===== src/rtl/acq_pkg.sv =====
package acq_pkg;

  typedef enum logic [2:0] {
    ST_IDLE,
    ST_CLEAR,
    ST_HOLD,
    ST_ARMED,
    ST_POST,
    ST_STOP,
    ST_DONE
  } acq_state_t;

endpackage


===== src/rtl/acq_edge_detect.sv =====
module acq_edge_detect #(
  parameter int DW = 8
) (
  input  logic          clk,
  input  logic          rst,
  input  logic          clr,
  input  logic          take,
  input  logic [DW-1:0] smp,
  input  logic [DW-1:0] level,
  input  logic          fall,
  output logic          hit
);

  logic [DW-1:0] prev_q;
  logic          have_prev_q;
  logic          up_cross;
  logic          dn_cross;

  // previous accepted sample, forgotten at every restart
  always_ff @(posedge clk) begin
    if (rst || clr) begin
      prev_q      <= '0;
      have_prev_q <= 1'b0;
    end else if (take) begin
      prev_q      <= smp;
      have_prev_q <= 1'b1;
    end
  end

  always_comb begin
    up_cross = (prev_q < level) && (smp >= level);
    dn_cross = (prev_q > level) && (smp <= level);
    hit      = have_prev_q && (fall ? dn_cross : up_cross);
  end

endmodule


===== src/rtl/acq_holdoff.sv =====
module acq_holdoff #(
  parameter int HW = 16
) (
  input  logic          clk,
  input  logic          rst,
  input  logic          clr,
  input  logic          step,
  input  logic          hit,
  input  logic [HW-1:0] limit,
  output logic          expire,
  output logic          qualified
);

  logic [HW-1:0] quiet_q;
  logic [HW:0]   quiet_inc;

  always_comb begin
    quiet_inc = {1'b0, quiet_q} + 1'b1;
    expire    = step && !hit && (quiet_inc >= {1'b0, limit});
    qualified = (quiet_q >= limit);
  end

  // consecutive samples with the crossing condition false
  always_ff @(posedge clk) begin
    if (rst || clr) begin
      quiet_q <= '0;
    end else if (step) begin
      if (hit)
        quiet_q <= '0;
      else if (quiet_q != {HW{1'b1}})
        quiet_q <= quiet_inc[HW-1:0];
    end
  end

endmodule


===== src/rtl/acq_wr_addr.sv =====
module acq_wr_addr #(
  parameter int AW = 11
) (
  input  logic          clk,
  input  logic          rst,
  input  logic          clr,
  input  logic          step,
  input  logic          trig,
  input  logic [AW:0]   stop_cnt,
  output logic [AW-1:0] wptr,
  output logic [AW-1:0] tptr,
  output logic          last
);

  logic [AW:0] remain_q;

  always_ff @(posedge clk) begin
    if (rst || clr) begin
      wptr     <= '0;
      tptr     <= '0;
      remain_q <= '0;
    end else if (step) begin
      wptr <= wptr + 1'b1;
      if (trig) begin
        tptr     <= wptr;
        remain_q <= stop_cnt;
      end else if (remain_q != '0) begin
        remain_q <= remain_q - 1'b1;
      end
    end
  end

  assign last = (remain_q == {{AW{1'b0}}, 1'b1});

endmodule


===== src/rtl/acq_capture_ctrl.sv =====
module acq_capture_ctrl #(
  parameter int DW = 8,
  parameter int AW = 11,
  parameter int HW = 16
) (
  input  logic          clk,
  input  logic          rst,
  input  logic [DW-1:0] smp_data,
  input  logic          smp_vld,
  input  logic [DW-1:0] trig_level,
  input  logic          trig_fall,
  input  logic [HW-1:0] holdoff_len,
  input  logic [AW:0]   post_len,
  input  logic          cmd_start,
  input  logic          cmd_force,
  output logic          mem_we,
  output logic [AW-1:0] mem_addr,
  output logic [DW-1:0] mem_wdata,
  output logic          done,
  output logic [AW-1:0] trig_addr
);

  import acq_pkg::*;

  acq_state_t    st_q, st_n;
  logic          pre_phase, cap_phase, clr, acc, step_pre, fire;
  logic          hit, expire, hold_ok, last, force_pend_q;
  logic [AW-1:0] wptr, tptr;

  always_comb begin
    pre_phase = (st_q == ST_HOLD) || (st_q == ST_ARMED);
    cap_phase = pre_phase || (st_q == ST_POST);
    clr       = (st_q == ST_CLEAR);
    acc       = smp_vld && cap_phase && !cmd_start;
    step_pre  = acc && pre_phase;
    fire      = step_pre && (cmd_force || force_pend_q || ((st_q == ST_ARMED) && hit));
  end

  acq_edge_detect #(.DW(DW)) u_edge (
    .clk(clk), .rst(rst), .clr(clr), .take(acc), .smp(smp_data),
    .level(trig_level), .fall(trig_fall), .hit(hit)
  );

  acq_holdoff #(.HW(HW)) u_hold (
    .clk(clk), .rst(rst), .clr(clr), .step(step_pre), .hit(hit),
    .limit(holdoff_len), .expire(expire), .qualified(hold_ok)
  );

  acq_wr_addr #(.AW(AW)) u_addr (
    .clk(clk), .rst(rst), .clr(clr), .step(acc), .trig(fire),
    .stop_cnt(post_len), .wptr(wptr), .tptr(tptr), .last(last)
  );

  // sequencer
  always_comb begin
    st_n = st_q;
    if (cmd_start) begin
      st_n = ST_CLEAR;
    end else begin
      case (st_q)
        ST_CLEAR: st_n = (holdoff_len == '0) ? ST_ARMED : ST_HOLD;
        ST_HOLD: begin
          if (fire)        st_n = (post_len == '0) ? ST_STOP : ST_POST;
          else if (expire) st_n = ST_ARMED;
        end
        ST_ARMED: begin
          if (fire)        st_n = (post_len == '0) ? ST_STOP : ST_POST;
        end
        ST_POST:  if (acc && last) st_n = ST_STOP;
        ST_STOP:  st_n = ST_DONE;
        default:  st_n = st_q;
      endcase
    end
  end

  always_ff @(posedge clk) begin
    if (rst) st_q <= ST_IDLE;
    else     st_q <= st_n;
  end

  // a force seen while no sample arrives waits for the next one
  always_ff @(posedge clk) begin
    if (rst) begin
      force_pend_q <= 1'b0;
    end else if (clr) begin
      force_pend_q <= cmd_force;
    end else if (pre_phase) begin
      if (acc)            force_pend_q <= 1'b0;
      else if (cmd_force) force_pend_q <= 1'b1;
    end else begin
      force_pend_q <= 1'b0;
    end
  end

  // registered memory port and status
  always_ff @(posedge clk) begin
    if (rst) begin
      mem_we    <= 1'b0;
      mem_addr  <= '0;
      mem_wdata <= '0;
      done      <= 1'b0;
      trig_addr <= '0;
    end else begin
      mem_we <= acc;
      if (acc) begin
        mem_addr  <= wptr;
        mem_wdata <= smp_data;
      end
      if (cmd_start) begin
        done <= 1'b0;
      end else if (st_q == ST_STOP) begin
        done      <= 1'b1;
        trig_addr <= tptr;
      end
    end
  end


  done_quiet_chk: assert property (@(posedge clk) disable iff (rst)
    done |-> !mem_we);


  trig_hold_chk: assert property (@(posedge clk) disable iff (rst)
    (done && $past(done)) |-> $stable(trig_addr));


  start_clear_chk: assert property (@(posedge clk) disable iff (rst)
    cmd_start |=> !done);


  armed_qual_chk: assert property (@(posedge clk) disable iff (rst)
    (st_q == ST_ARMED) |-> hold_ok);


  idle_quiet_chk: assert property (@(posedge clk) disable iff (rst)
    (((st_q == ST_DONE) || (st_q == ST_IDLE)) && !cmd_start) |=> !mem_we);

endmodule


===== config.mk =====
export PLATFORM = sky130hd
export DESIGN_NAME = acq_capture_ctrl
export DESIGN_NICKNAME = d
export VERILOG_FILES = /design/src/rtl/acq_pkg.sv /design/src/rtl/acq_edge_detect.sv /design/src/rtl/acq_holdoff.sv /design/src/rtl/acq_wr_addr.sv /design/src/rtl/acq_capture_ctrl.sv
export SDC_FILE = /design/constraint.sdc
export NUM_CORES = 1
export LEC_CHECK = 0
export CORE_UTILIZATION = 45
export DETAILED_ROUTE_END_ITERATION = 10
export PLACE_DENSITY = 0.68
export SLEW_MARGIN = 20
export SYNTH_ARGS = -nofsm -noshare
export SYNTH_HDL_FRONTEND = slang
export SYNTH_HIERARCHICAL = 1
export SYNTH_SLANG_ARGS = --single-unit

===== constraint.sdc =====
create_clock -name clk -period 7.85 [get_ports clk]
set_input_delay 0.785 -clock clk [delete_from_list [all_inputs] [get_ports clk]]
set_output_delay 0.785 -clock clk [all_outputs]
set_load 0.05 [all_outputs]

Word level (Yosys, flattened, before mapping):

Cells that the tools add are included.

* register bits: 95
* input bits: 50
* output and inout bits: 32
* word-level logic and storage cells: 86

* eq/ne operators: 14
* add/subtract/negate cells: 3
* reductions and logical operators: 32
* $lt $le $gt $ge: 5
* mux-type cells: 17
* bitwise logic cells: 1

Operators by type and width (count)
* 2-to-1 mux 16 bit: 2
* 2-to-1 mux 12 bit: 2
* adder 16 x 1 -> 17 bit (second input constant): 1
* >= comparator 17 x 16 -> 1 bit: 1
* logical NOT 16 bit: 1
* inequality test 16 bit (second input constant): 1
* case mux 3 bit (5 select lines): 1
* == test 12 x 1 -> 1 bit (second input constant): 1
* logical NOT 12 bit: 1
* 2-to-1 mux 3 bit: 4
* nonzero test 12 bit: 1
* subtractor 12 x 1 -> 12 bit (second input constant): 1
* adder 11 x 1 -> 11 bit (second input constant): 1
* logical AND 1 bit: 11
* >= comparator 8 bit: 1
* greater-than comparator 8 bit: 1
* less-or-equal comparator 8 bit: 1
* less-than comparator 8 bit: 1
* 2-to-1 mux 1 bit: 8
* AND reduction 2 bit: 4
* AND reduction 4 bit: 2
* == test 3 x 2 -> 1 bit (second input constant): 2
* == test 3 bit (second input constant): 2
* inequality test 3 bit (second input constant): 2
* other kinds (13): 19

Depth between registers and ports, before layout:

* word-level depth: 12
* gate-level depth with buffers: 16
* depth with buffers taken out: 15

Hierarchy:

The synthesis kept the hierarchy.

Modules (own cells, without submodules)
* acq_holdoff: cells an instance 216, instances 1, area an instance 1765.4 sq um, sequential area each 320.3 sq um
* acq_wr_addr: cells an instance 211, instances 1, area an instance 1725.4 sq um, sequential area each 680.7 sq um
* acq_capture_ctrl: cells an instance 167, instances 1, area an instance 1507.7 sq um, sequential area each 720.7 sq um
* acq_edge_detect: cells an instance 84, instances 1, area an instance 725.7 sq um, sequential area each 180.2 sq um

Least setup slack after synthesis:

OpenSTA, ideal clock, no wires.

* kind: input to register
* start point: input trig_level[1]
* end point: register u_addr.remain_q[10]
* stages on the path: 14
* data required time: 7768 ps
* setup time: 82 ps
* arrival time: 3221 ps
* slack: 4546 ps
* path through: inv_1 -> ha_1 -> nor2b_1 -> o211ai_1 -> a21o_1 -> a221o_1 -> o21ai_2 -> a211oi_1 -> nor2_1 -> clkbuf_1 -> nor2b_1 -> a41o_2 -> or3_1 -> o221ai_1

* longest elaborated chain between the ends: 9
* elaborated cells between the ends (all ways): 14

RTL lines
* start: declaration: RTL line acq_capture_ctrl.sv:10 `input logic [DW-1:0] trig_level,`
* less-than comparator 8 bit, or another cell as far along: RTL line acq_edge_detect.sv:31 `up_cross = (prev_q < level) && (smp >= level);`
* logical AND 1 bit (on tied branches): RTL line acq_edge_detect.sv:31, acq_edge_detect.sv:32
* 2-to-1 mux 1 bit (*): RTL line acq_edge_detect.sv:33 `hit = have_prev_q && (fall ? dn_cross : up_cross);`
* logical AND 1 bit (*): RTL line acq_edge_detect.sv:33
* net hit: RTL line acq_capture_ctrl.sv:27 `logic hit, expire, hold_ok, last, force_pend_q;`
* logical AND 1 bit (*): RTL line acq_capture_ctrl.sv:36 `fire = step_pre && (cmd_force || force_pend_q || ((st_q == ST_ARMED) && hit));`
* logical OR 1 bit (*): RTL line acq_capture_ctrl.sv:36
* logical AND 1 bit (*): RTL line acq_capture_ctrl.sv:36
* net fire: RTL line acq_capture_ctrl.sv:26 `logic pre_phase, cap_phase, clr, acc, step_pre, fire;`
* nonzero test 2 bit (no line)
* AND reduction 2 bit (no line)
* end signal: assignment: RTL line acq_wr_addr.sv:26 `remain_q <= stop_cnt;`
* end signal: assignment: RTL line acq_wr_addr.sv:28 `remain_q <= remain_q - 1'b1;`
* end: declaration: RTL line acq_wr_addr.sv:15 `logic [AW:0] remain_q;`

The timed path passes the listed nets; every way through them passes the cells marked *.
A chain may end at the register's enable or synchronous reset.

Final worst setup path:

* start point: input trig_level[7]
* end point: register u_addr.remain_q[2]

Same word-level chain as after synthesis.

==> tab_implementation.tex <==
\begin{tabular}{lr}
\hline
Metric & Value \\
\hline
\multicolumn{2}{l}{\textbf{Power and ir drop}} \\
Power per unit of standard cell area & 150 nW/um\^{}2 \\
Clock network power share & 0.426 \\
VDD IR max & between 0.2 and 0.25 mV \\
Switching share of total power & 0.244 \\
P\_sw & approximately 0.24 mW \\
Power share of the sequential group & 0.495 \\
Combinational Power Share & 0.079 \\
Power Internal & 0.740 mW \\
Total leakage power & 2.65 nW \\
\multicolumn{2}{l}{\textbf{Worst setup path}} \\
Crit path max-delay cell type & a41oi\_2 \\
Path type of the worst setup path & input pin to flop \\
Worst setup path start & trig\_level[7] \\
Maximum cell stage delay along the critical path & 0.52 ns \\
Critical path launch point type & input pin \\
Reg-to-Reg Start & u\_edge/prev\_q[1]\$\_SDFFE\_PP0P\_ \\
Family with the most delay on the worst path & compound AO/OA/AOI/OAI gates \\
WP data arrival & 4.44 ns \\
Crit path cell chain & clkdlybuf4s50\_1, inv\_1, ha\_1, nand4\_1, or2\_0, a221o\_1, o21ai\_2, a211oi\_1, nor2\_2, buf\_4, nor2b\_1, a41oi\_2, o21ai\_0, a31o\_2 \\
Crit Path Max Fanout & 37 \\
Crit path capture type & flop \\
Count of buffer and inverter cells on the critical path & 3 \\
Data required, critical path & 8.09 ns \\
\multicolumn{2}{l}{\textbf{Yosys}} \\
Warnings from Yosys & 6 \\
Cell area after synthesis & 5410 sq um \\
Cell count after synthesis & $\sim$640 \\
Syn Nets & 730 \\
Mean Syn Cell Area & 8.43 sq um \\
\multicolumn{2}{l}{\textbf{Timing}} \\
Setup clock skew after layout & 0.00665 ns \\
Slew of the pin with the lowest slew margin & a little over 0.9 ns \\
\# setup viols final & 0 \\
Unrepaired setup endpoints after global routing & no \\
Final min period & between 4 and 5 ns \\
Slew Viols, Final & 0 \\
Maximum clock rate & approximately 240 MHz \\
Period utilisation layout & 0.536 \\
Final hold violation count & 0 \\
Post-Route Setup TNS & 0 ns \\
Slew Limit Headroom & 0.383 \\
\multicolumn{2}{l}{\textbf{Floorplan}} \\
Core box area & 11,600 sq um \\
Overall die area & 12,500 sq um \\
Height of the die & 112 microns \\
Die W & 112 microns \\
Number of standard-cell rows in the floorplan & 39 \\
Initial core utilization & 0.468 \\
Boundary Pins & between 80 and 90 \\
\multicolumn{2}{l}{\textbf{Cells and area}} \\
Fraction of final layout cells with drive strength greater than 1 & 0.0648 \\
Post-layout utilization of the core & 0.565 \\
Number of diodes added for antenna fixing & 0 \\
\# fillers & around 1,100 \\
Final-stage net count & roughly 800 \\
Signed area change from the synthesized netlist to the final layout & 20.7\% \\
\multicolumn{2}{l}{\textbf{Outcome}} \\
Violations in the final reports & DRC \\
Result of the run & complete, but fails checks \\
\multicolumn{2}{l}{\textbf{GRT}} \\
Maximum number of pins on one net before global-route repair & 42 \\
Sum of overflow across all layers after global routing & 0 \\
Global-route wire length before repair & 21.3 mm \\
Initial antenna violation count & 0 \\
Vias in the first global route & roughly 4,600 \\
Global-route usage over all layers & 0.209 \\
\multicolumn{2}{l}{\textbf{Detailed routing}} \\
Iter 0 DRT Violations & 291 \\
Avg WL per Cell & 14.7 microns \\
Post-route DRC violation count & 2 \\
Wire length after detailed routing & about 12 mm \\
Router iterations before antenna repair & 10 \\
Routed via count & 4,752 \\
Per-cell via count in the routed design & 5.57 \\
Number of nets with antenna violations after routing & 0 \\
\multicolumn{2}{l}{\textbf{Clock network}} \\
Clock-pin transition on the worst setup and hold timing paths & 0.07 ns \\
Number of clock sinks & between 90 and 100 \\
Clock tree root driver cell & clkbuf\_16 \\
TritonCTS clock tree & built \\
H-Tree Depth & 3 \\
Count of hold buffers inserted by post-cts repair & 0 \\
CTS Buffer Depth & 2 \\
Post-CTS setup repair buffer count & 0 \\
Number of clock buffers inserted by TritonCTS & 9 \\
Number of gates resized after CTS & 0 \\
Clock latency of the later-clocked register in the worst-skew pair & around 0.34 ns \\
\multicolumn{2}{l}{\textbf{Placed design}} \\
DP Wirelength & 9.28 mm \\
GPL Wtd Cong & about 0.87 \\
Number of port buffers & 81 \\
\multicolumn{2}{l}{\textbf{Hold path}} \\
Startpoint of the lowest-slack hold path & u\_addr/tptr[8]\$\_SDFFE\_PP0P\_ \\
Min-Delay Path Class & flop to flop \\
\multicolumn{2}{l}{\textbf{Flow run}} \\
Count of max-cap constraint violations & 0 \\
\hline
\end{tabular}
-- per-layer routing --
layer | track usage | wire length [microns] | vias to the layer above
li1 | - | - | 2412
met1 | 0.263 | 5850 | 2223
met2 | 0.351 | 5920 | 109
met3 | 0.0621 | 636 | 8
met4 | 0.0486 | 95 | 0
met5 | 0 | 0 | -
-- cells in the final DEF, fill, tap and decap left out, types with 6 or more instances in the layout --
cell type         n
dfxtp_1          95
clkdlybuf4s50_1  81
nand2_1          70
nor2_1           67
a21oi_1          52
inv_1            39
ha_1             38
mux2i_1          29
o21ai_0          21
nand4_1          14
nor3_1           13
nand3_1          12
xor2_1           12
nor4_1           11
xnor2_1          11
clkbuf_16         9
nor2b_1           7
and4_1            7
nand2b_1          6
and3_1            6
-- registers in the layout, summed over array words and instances (netlist names), 3 cells and up --
signal,cells
trig_addr,11
mem_wdata,8
mem_addr,11
u_hold/quiet_q,16
u_addr/remain_q,12
u_addr/wptr,11
st_q,3
u_addr/tptr,11
u_edge/prev_q,8
-- cell type report --
class	instances	area (sq um)	area share
repair buffers	84	833	0.128
inverters	39	146	0.0224
flip-flops and latches	95	1900	0.291
well taps	143	179	0.0274
clock buffers	9	225	0.0345
clock inverters	6	51.3	0.00786
multi-input cells	477	3190	0.489
-- power groups by stage --
stage	clock, mW	sequential (mW)	combinational, mW
after floorplan	0	0.496	0.0376
after global placement	0	0.496	0.0758
after detailed placement	0	0.496	0.0773
after CTS	0.432	0.485	0.0781
after global routing	0.453	0.485	0.0857
final	0.417	0.485	0.0776
-- metrics by stage --
step / instances / hold WS, ns / setup WS, ns / instance area, sq um / power (mW)
detailed placement: 838 / 0.450 / 3.33 / 6250 / 0.573
finish: 853 / 0.454 / 3.65 / 6530 / 0.980
global route: 853 / 0.475 / 3.31 / 6530 / 1.02
CTS: 853 / 0.460 / 3.68 / 6530 / 0.995
floorplan: 642 / 0.432 / 4.55 / 5410 / 0.534
global placement: 838 / 0.448 / 3.45 / 6250 / 0.572
-- worst reg2reg max path, stage by stage (launching register included) --
cell      delay [ns]
dfxtp_1         0.32
ha_1            0.29
nor2b_1         0.13
o211ai_1        0.09
a21o_1          0.18
a221o_1         0.32
o21ai_2         0.40
a211oi_1        0.20
nor2_2          0.11
buf_4           0.32
nor2b_1         0.13
a41oi_2         0.52
o21ai_0         0.20
a31o_2          0.28
-- final timing paths --
| check | slack (ns) | end | cells after the start |
|---|---|---|---|
| worst min-delay path | 0.45 | trig_addr[8]$_SDFFE_PP0P_ | 2 |
| worst min register to register | 0.45 | trig_addr[8]$_SDFFE_PP0P_ | 2 |
| worst max-delay path | 3.65 | u_addr/remain_q[2]$_SDFFE_PP0P_ | 14 |
| worst max register to register | 4.28 | u_addr/remain_q[2]$_SDFFE_PP0P_ | 13 |
Power figures use the tool's default switching activity.
